`src/rtl/bwu_pkg.sv`:
```
package bwu_pkg;

   // Field codes of the configuration write port
   localparam logic [2:0] FLD_LO    = 3'd0;
   localparam logic [2:0] FLD_HI    = 3'd1;
   localparam logic [2:0] FLD_OPS   = 3'd2;
   localparam logic [2:0] FLD_CLI   = 3'd3;
   localparam logic [2:0] FLD_IMASK = 3'd4;

endpackage

```
`src/rtl/bwu_lsb_enc.sv`:
```
module bwu_lsb_enc #(
   parameter int W = 4,
   localparam int IW = (W > 1) ? $clog2(W) : 1
) (
   input  logic [W-1:0]  vec,
   output logic          any,
   output logic [IW-1:0] idx
);

   always_comb begin
      any = |vec;
      idx = '0;
      for (int i = W - 1; i >= 0; i--) begin
         if (vec[i]) idx = IW'(i);
      end
   end

endmodule

```
`src/rtl/bwu_match.sv`:
```
module bwu_match
   import bwu_pkg::*;
#(
   parameter int AW   = 32,
   parameter int NCLI = 16,
   parameter int NOPS = 4,
   localparam int OPW = $clog2(NOPS),
   localparam int CIW = $clog2(NCLI)
) (
   input  logic            clk,
   input  logic            rst_n,
   input  logic            wr_en,
   input  logic [2:0]      wr_field,
   input  logic [AW-1:0]   wr_data,
   input  logic            acc_valid,
   input  logic [AW-1:0]   acc_addr,
   input  logic [NCLI-1:0] acc_clients,
   input  logic [OPW-1:0]  acc_op,
   output logic            hit,
   output logic [NCLI-1:0] hit_clients,
   output logic [CIW-1:0]  hit_first
);

   logic [AW-1:0]   lo_q;
   logic [AW-1:0]   hi_q;
   logic [NOPS-1:0] ops_q;
   logic [NCLI-1:0] cli_q;
   logic            in_range;
   logic            op_ok;
   logic            cli_any;

   always_ff @(posedge clk) begin
      if (!rst_n) begin
         lo_q  <= '0;
         hi_q  <= '0;
         ops_q <= '0;
         cli_q <= '0;
      end else if (wr_en) begin
         case (wr_field)
            FLD_LO:  lo_q  <= wr_data;
            FLD_HI:  hi_q  <= wr_data;
            FLD_OPS: ops_q <= wr_data[NOPS-1:0];
            FLD_CLI: cli_q <= wr_data[NCLI-1:0];
            default: ;
         endcase
      end
   end

   always_comb begin
      in_range    = (acc_addr >= lo_q) && (acc_addr < hi_q);
      op_ok       = ops_q[acc_op];
      hit_clients = acc_clients & cli_q;
   end

   bwu_lsb_enc #(.W(NCLI)) u_first (
      .vec (hit_clients),
      .any (cli_any),
      .idx (hit_first)
   );

   assign hit = acc_valid && in_range && op_ok && cli_any;


   cfg_lo_write_chk: assert property (@(posedge clk) disable iff (!rst_n)
      (wr_en && wr_field == FLD_LO) |=> (lo_q == $past(wr_data)));


   cfg_hi_write_chk: assert property (@(posedge clk) disable iff (!rst_n)
      (wr_en && wr_field == FLD_HI) |=> (hi_q == $past(wr_data)));

endmodule

```
`src/rtl/bwu_capture.sv`:
```
module bwu_capture #(
   parameter int AW   = 32,
   parameter int NCLI = 16,
   parameter int OPW  = 2,
   parameter int CIW  = 4,
   parameter int SZW  = 4
) (
   input  logic            clk,
   input  logic            rst_n,
   input  logic            hit,
   input  logic            ack,
   input  logic [AW-1:0]   in_addr,
   input  logic [NCLI-1:0] in_clients,
   input  logic [OPW-1:0]  in_op,
   input  logic [CIW-1:0]  in_first,
   input  logic [SZW-1:0]  in_size,
   output logic            held,
   output logic [AW-1:0]   c_addr,
   output logic [NCLI-1:0] c_clients,
   output logic [OPW-1:0]  c_op,
   output logic [CIW-1:0]  c_first,
   output logic [SZW-1:0]  c_size
);

   logic load;

   assign load = hit && (!held || ack);

   always_ff @(posedge clk) begin
      if (!rst_n) begin
         held      <= 1'b0;
         c_addr    <= '0;
         c_clients <= '0;
         c_op      <= '0;
         c_first   <= '0;
         c_size    <= '0;
      end else if (load) begin
         held      <= 1'b1;
         c_addr    <= in_addr;
         c_clients <= in_clients;
         c_op      <= in_op;
         c_first   <= in_first;
         c_size    <= in_size;
      end else if (ack) begin
         held      <= 1'b0;
         c_addr    <= '0;
         c_clients <= '0;
         c_op      <= '0;
         c_first   <= '0;
         c_size    <= '0;
      end
   end


   frozen_record_chk: assert property (@(posedge clk) disable iff (!rst_n)
      (held && !ack) |=> (held && $stable(c_addr) && $stable(c_clients)
                          && $stable(c_op) && $stable(c_size)));


   release_clear_chk: assert property (@(posedge clk) disable iff (!rst_n)
      (ack && !hit) |=> (!held && c_addr == '0 && c_clients == '0));


   release_reload_chk: assert property (@(posedge clk) disable iff (!rst_n)
      (ack && hit) |=> (held && c_addr == $past(in_addr)));

endmodule

```
`src/rtl/bwu_irq.sv`:
```
module bwu_irq #(
   parameter int NWP = 4,
   localparam int WPW = $clog2(NWP)
) (
   input  logic           clk,
   input  logic           rst_n,
   input  logic [NWP-1:0] hit_vec,
   input  logic [NWP-1:0] ack_vec,
   input  logic           mask_we,
   input  logic [NWP-1:0] mask_wdata,
   output logic [NWP-1:0] status,
   output logic           irq,
   output logic           next_valid,
   output logic [WPW-1:0] next_idx
);

   logic [NWP-1:0] pend_q;
   logic [NWP-1:0] mask_q;

   always_ff @(posedge clk) begin
      if (!rst_n) begin
         pend_q <= '0;
         mask_q <= '0;
      end else begin
         pend_q <= (pend_q & ~ack_vec) | hit_vec;
         if (mask_we) mask_q <= mask_wdata;
      end
   end

   assign status = pend_q & mask_q;
   assign irq    = |status;

   bwu_lsb_enc #(.W(NWP)) u_prio (
      .vec (status),
      .any (next_valid),
      .idx (next_idx)
   );


   pend_set_chk: assert property (@(posedge clk) disable iff (!rst_n)
      (|hit_vec) |=> ((pend_q & $past(hit_vec)) == $past(hit_vec)));


   pend_clear_chk: assert property (@(posedge clk) disable iff (!rst_n)
      (|(ack_vec & ~hit_vec)) |=> ((pend_q & $past(ack_vec & ~hit_vec)) == '0));


   prio_pick_chk: assert property (@(posedge clk) disable iff (!rst_n)
      next_valid |-> status[next_idx]);


   mask_write_chk: assert property (@(posedge clk) disable iff (!rst_n)
      mask_we |=> (mask_q == $past(mask_wdata)));

endmodule

```
`src/rtl/bus_watch_unit.sv`:
```
module bus_watch_unit
   import bwu_pkg::*;
#(
   parameter int NWP  = 4,
   parameter int AW   = 32,
   parameter int NCLI = 16,
   parameter int NOPS = 4,
   parameter int SZW  = 4,
   localparam int WPW = $clog2(NWP),
   localparam int OPW = $clog2(NOPS),
   localparam int CIW = $clog2(NCLI)
) (
   input  logic            clk,
   input  logic            rst_n,
   input  logic            cfg_we,
   input  logic [WPW-1:0]  cfg_wp,
   input  logic [2:0]      cfg_field,
   input  logic [AW-1:0]   cfg_wdata,
   input  logic            acc_valid,
   input  logic [AW-1:0]   acc_addr,
   input  logic [NCLI-1:0] acc_clients,
   input  logic [OPW-1:0]  acc_op,
   input  logic [SZW-1:0]  acc_size,
   input  logic [NWP-1:0]  cap_ack,
   input  logic [NWP-1:0]  irq_ack,
   input  logic [WPW-1:0]  rd_sel,
   output logic            rd_held,
   output logic [NCLI-1:0] rd_clients,
   output logic [AW-1:0]   rd_addr,
   output logic [OPW-1:0]  rd_op,
   output logic [CIW-1:0]  rd_first,
   output logic [SZW-1:0]  rd_size,
   output logic [NWP-1:0]  irq_status,
   output logic            irq,
   output logic            irq_next_valid,
   output logic [WPW-1:0]  irq_next_idx
);

   // Elaboration-time parameter checks
   if (NWP < 2 || (NWP & (NWP - 1)) != 0) begin : g_bad_nwp
      $error("NWP must be a power of two of at least 2");
   end
   if (NOPS < 2 || (NOPS & (NOPS - 1)) != 0) begin : g_bad_nops
      $error("NOPS must be a power of two of at least 2");
   end
   if (NCLI < 2 || (NCLI & (NCLI - 1)) != 0) begin : g_bad_ncli
      $error("NCLI must be a power of two of at least 2");
   end
   if (AW < NCLI || AW < NOPS || AW < NWP) begin : g_bad_aw
      $error("AW must be wide enough to carry every mask");
   end

   logic [NWP-1:0]  hit_vec;
   logic [NWP-1:0]  held_vec;
   logic [NCLI-1:0] m_cli   [NWP];
   logic [CIW-1:0]  m_first [NWP];
   logic [AW-1:0]   c_addr  [NWP];
   logic [NCLI-1:0] c_cli   [NWP];
   logic [OPW-1:0]  c_op    [NWP];
   logic [CIW-1:0]  c_first [NWP];
   logic [SZW-1:0]  c_size  [NWP];
   logic            mask_we;

   assign mask_we = cfg_we && (cfg_field == FLD_IMASK);

   for (genvar w = 0; w < NWP; w++) begin : g_wp
      logic wp_we;
      assign wp_we = cfg_we && (cfg_wp == WPW'(w)) && (cfg_field != FLD_IMASK);

      bwu_match #(.AW(AW), .NCLI(NCLI), .NOPS(NOPS)) u_match (
         .clk         (clk),
         .rst_n       (rst_n),
         .wr_en       (wp_we),
         .wr_field    (cfg_field),
         .wr_data     (cfg_wdata),
         .acc_valid   (acc_valid),
         .acc_addr    (acc_addr),
         .acc_clients (acc_clients),
         .acc_op      (acc_op),
         .hit         (hit_vec[w]),
         .hit_clients (m_cli[w]),
         .hit_first   (m_first[w])
      );

      bwu_capture #(.AW(AW), .NCLI(NCLI), .OPW(OPW), .CIW(CIW), .SZW(SZW)) u_cap (
         .clk        (clk),
         .rst_n      (rst_n),
         .hit        (hit_vec[w]),
         .ack        (cap_ack[w]),
         .in_addr    (acc_addr),
         .in_clients (m_cli[w]),
         .in_op      (acc_op),
         .in_first   (m_first[w]),
         .in_size    (acc_size),
         .held       (held_vec[w]),
         .c_addr     (c_addr[w]),
         .c_clients  (c_cli[w]),
         .c_op       (c_op[w]),
         .c_first    (c_first[w]),
         .c_size     (c_size[w])
      );
   end

   bwu_irq #(.NWP(NWP)) u_irq (
      .clk        (clk),
      .rst_n      (rst_n),
      .hit_vec    (hit_vec),
      .ack_vec    (irq_ack),
      .mask_we    (mask_we),
      .mask_wdata (cfg_wdata[NWP-1:0]),
      .status     (irq_status),
      .irq        (irq),
      .next_valid (irq_next_valid),
      .next_idx   (irq_next_idx)
   );

   always_comb begin
      rd_held    = held_vec[rd_sel];
      rd_clients = c_cli[rd_sel];
      rd_addr    = c_addr[rd_sel];
      rd_op      = c_op[rd_sel];
      rd_first   = c_first[rd_sel];
      rd_size    = c_size[rd_sel];
   end


   no_strobe_no_hit_chk: assert property (@(posedge clk) disable iff (!rst_n)
      (!acc_valid && held_vec == '0) |=> (held_vec == '0));


   irq_line_chk: assert property (@(posedge clk) disable iff (!rst_n)
      irq |-> (irq_status != '0));

endmodule

```
`config.mk`:
```
export PLATFORM = sky130hd
export DESIGN_NAME = bus_watch_unit
export DESIGN_NICKNAME = d
export VERILOG_FILES = /design/src/rtl/bwu_pkg.sv /design/src/rtl/bwu_lsb_enc.sv /design/src/rtl/bwu_match.sv /design/src/rtl/bwu_capture.sv /design/src/rtl/bwu_irq.sv /design/src/rtl/bus_watch_unit.sv
export SDC_FILE = /design/constraint.sdc
export NUM_CORES = 2
export LEC_CHECK = 0
export ABC_AREA = 1
export BUFFER_PORTS_ARGS = -buffer_cell sky130_fd_sc_hd__buf_2
export CAP_MARGIN = 20
export CORE_MARGIN = 10
export CORE_UTILIZATION = 30
export DETAILED_ROUTE_END_ITERATION = 6
export SLEW_MARGIN = 25
export SYNTH_ARGS = -nofsm -noshare
export SYNTH_HDL_FRONTEND = slang
export SYNTH_HIERARCHICAL = 1
export SYNTH_SLANG_ARGS = --single-unit
```
`constraint.sdc`:
```
create_clock -name clk -period 5.2 [get_ports clk]
set_input_delay 0.26 -clock clk [delete_from_list [all_inputs] [get_ports clk]]
set_output_delay 0.26 -clock clk [all_outputs]
set_load 0.01 [all_outputs]
```
==> impl_metrics.env <==
export IMPL_setup_ws_ns=1.593
export IMPL_pin_count=172
export IMPL_viasPerCell=4.818
export IMPL_cts_tree="yes"
export IMPL_core_area_mm2=0.1020
export IMPL_ant_nets=0
export IMPL_cts_sinks=580
export IMPL_yosysTopAreaCell="dfxtp_1"
export IMPL_p_leak_nw=14.25
export IMPL_via_count=28605
export IMPL_ys_top_cells_by_area="dfxtp_1 38%, a21oi_1 11%, nand2_1 11%"
export IMPL_yosys_top_cells_count="897 x nand2_1, 758 x inv_1, 692 x a21oi_1, 580 x dfxtp_1, 394 x nand3_1"
export IMPL_globalplace_congestion=0.9306
export IMPL_synth_area_mm2=0.03088
export IMPL_ys_warn_count=6
export IMPL_firstDrtPassIters=5
export IMPL_rows=117
export IMPL_synth_seq_cells=580
export IMPL_intPower_mw=7.572
export IMPL_synthCells=4472
export IMPL_grt_usage=0.1757
export IMPL_powerDensity_mw_per_mm2=293.2
export IMPL_clk_pin_slew_ns=0.06
export IMPL_place_hpwl_um=71740
export IMPL_grt_pass1_wl_um=160800
export IMPL_worst_pin_slew_ns=0.9448
export IMPL_maxSlewHeadroom=0.3701
export IMPL_async_flop_share=0
export IMPL_drive_gt1_frac=0.08237
export IMPL_h_tree_depth=3
export IMPL_initial_utilization=0.3027
export IMPL_p_switching_mw=2.664
export IMPL_gr_total_overflow=0
export IMPL_hold_class="input pin to flip-flop"
export IMPL_cts_buffers=67
export IMPL_synth_enable_flop_cells=0
export IMPL_setup_viol_count_final=0
export IMPL_yosysMostFrequentCell="nand2_1"
export IMPL_start_kind="flip-flop"
export IMPL_cp_max_fo=45
export IMPL_final_design_area_no_fill_mm2=0.03491
export IMPL_yosysUniqueCellTypes=31
export IMPL_run_status="completed"
export IMPL_power_frac_clock=0.462
export IMPL_p_seq_frac=0.439
export IMPL_whs_ns=0.03709
export IMPL_fill_cells=10994
export IMPL_clock_fmax_mhz=277.2
export IMPL_wl_per_cell_um=17.87
export IMPL_crit_required_ns=5.73
export IMPL_post_cts_buffers=0
export IMPL_fin_nets=4873
export IMPL_ir_drop_uv=222.1
export IMPL_slew_viol_final=0
export IMPL_first_iter_violations=2207
export IMPL_power_total_mw=10.24
export IMPL_tns_ns=0
export IMPL_stdcell_count=5937
export IMPL_die_area_mm2=0.1162
export IMPL_grt_max_degree=186
export IMPL_hold_viol=0
export IMPL_ys_seq_area_frac=0.3760
export IMPL_postPlaceCellArea_mm2=0.03266
export IMPL_clock_skew_ns=0.02881
export IMPL_dpl_cell_count=5808
export IMPL_synth_top_area_frac=0.3760
export IMPL_die_y_um=340.8
export IMPL_switching_share=0.2603
export IMPL_min_period_ns=3.607
export IMPL_finalCritPeriodShare=0.6936
export IMPL_avgSynthCellArea_um2=6.906
export IMPL_rsz0062_at_grt="false"
export IMPL_post_route_util=0.3421
export IMPL_drc=0
export IMPL_die_x_um=340.8
export IMPL_drt_total_wl_um=106100
export IMPL_crit_type="flip-flop to flip-flop"
export IMPL_maxCapViolCount=0
export IMPL_pre_cts_ws_ns=1.523
export IMPL_antenna_found_initial=22
export IMPL_synthesis_nets=4829
export IMPL_worstPathArrival_ns=4.14
export IMPL_cp_end_kind="flip-flop"
export IMPL_ctsRootBufferMaster="clkbuf_16"
export IMPL_portBuffers=171
export IMPL_cts_buffer_depth=3
export IMPL_clkLatencyLatePin_ns=0.62
export IMPL_ys_flop_type="dfxtp_1"
export IMPL_area_growth_pct=13.04
export IMPL_grt_pass1_vias=26274
export IMPL_p_comb_frac=0.099
-- worst max-delay path, stage by stage (launching register included) --
cell      delay, ns
dfxtp_1        0.40
nand2_1        0.07
inv_1          0.09
nor2_1         0.08
nand3_1        0.16
nor2_1         0.07
nand2_1        0.09
nand2_1        0.12
a211oi_1       0.21
nand4_1        0.28
nor2_1         0.17
nand2_1        0.17
nor2_4         0.56
buf_4          0.62
nand3_1        0.18
a21oi_1        0.19
-- cells in the final DEF (no fill, tap or decap), drive strengths merged --
cell / Yosys / layout
a211oi: 4 / 4
a21boi: 4 / 4
a21oi: 702 / 702
and2: 4 / 4
and3: 4 / 4
buf: 121 / 202
bufinv: 0 / 3
clkbuf: 113 / 102
clkinv: 0 / 13
clkinvlp: 0 / 2
dfxtp: 580 / 580
diode: 0 / 4
dlygate4sd3: 0 / 7
ha: 252 / 252
inv: 802 / 800
nand2: 901 / 901
nand3: 398 / 398
nand4: 21 / 21
nor2: 134 / 134
nor3: 32 / 32
nor4: 4 / 4
o21a: 12 / 12
o21ai: 372 / 372
o21bai: 8 / 8
or2: 4 / 4
-- per-layer routing --
| metal | up-vias | part of all wire | GRT usage |
|---|---|---|---|
| li1 | 14461 | - | - |
| met2 | 853 | 0.44 | 0.2781 |
| met1 | 13115 | 0.47 | 0.2465 |
| met4 | 18 | 0.020 | 0.03725 |
| met5 | - | 0.00093 | 0 |
| met3 | 158 | 0.070 | 0.03187 |
-- sequential cells by signal (all words and copies together), names as in the netlist --
name	cells
g_wp.u_cap/c_addr	128
g_wp.u_match/hi_q	128
g_wp.u_match/lo_q	128
g_wp.u_cap/c_clients	64
g_wp.u_match/cli_q	64
g_wp.u_cap/c_first	16
g_wp.u_cap/c_size	16
g_wp.u_match/ops_q	16
g_wp.u_cap/c_op	8
g_wp.u_cap/held	4
u_irq/mask_q	4
u_irq/pend_q	4
-- final cells by class --
| class | instances | area [µm²] | area share |
|---|---|---|---|
| Tap cell | 1368 | 1712 | 0.04903 |
| Inverter | 802 | 3018 | 0.08645 |
| Antenna cell | 4 | 10.01 | 0.0002867 |
| Clock buffer | 102 | 2001 | 0.05731 |
| Multi-Input combinational cell | 2856 | 15180 | 0.4350 |
| Timing Repair Buffer | 209 | 1205 | 0.03452 |
| Sequential cell | 580 | 11610 | 0.3326 |
| Clock inverter | 16 | 167.7 | 0.004803 |
-- logic make-up (layout without fill, tap and decap cells) --
family	Yosys count	after routing	share of synthesized area
simple gates	1502	1502	0.2056
buf+inv	1036	1129	0.1343
compound gates	1102	1102	0.1821
flops	580	580	0.3760
other cells	0	4	0
fa+ha+maj	252	252	0.1021
-- path summary, 6_finish.rpt --
path,from,endpoint,slack (ns),cells past startpoint
setup / recovery,g_wp[3].u_match/cli_q[4],g_wp[3].u_cap/c_clients[3],1.59,15
hold / removal,cap_ack[2],g_wp[2].u_cap/c_addr[1],0.04,4
setup reg to reg,g_wp[3].u_match/cli_q[4],g_wp[3].u_cap/c_clients[3],1.59,15
hold reg to reg,g_wp[2].u_match/cli_q[2],g_wp[2].u_match/cli_q[2],0.45,2
-- power by group through the flow --
stage	clock, mW	sequential (mW)	combinational (mW)
finish	4.73	4.49	1.02
global route	4.99	4.49	1.14
CTS	4.81	4.49	1.02
detailed placement	0	4.59	1.01
global placement	0	4.59	0.996
floorplan	0	4.59	0.574
-- repair_timing --
item / 4_1_cts / 5_1_grt
resized for setup: 0 / 0
endpoints found under the hold margin: 19 / 0
hold buffers: 7 / 0
Power figures use the tool's default switching activity.
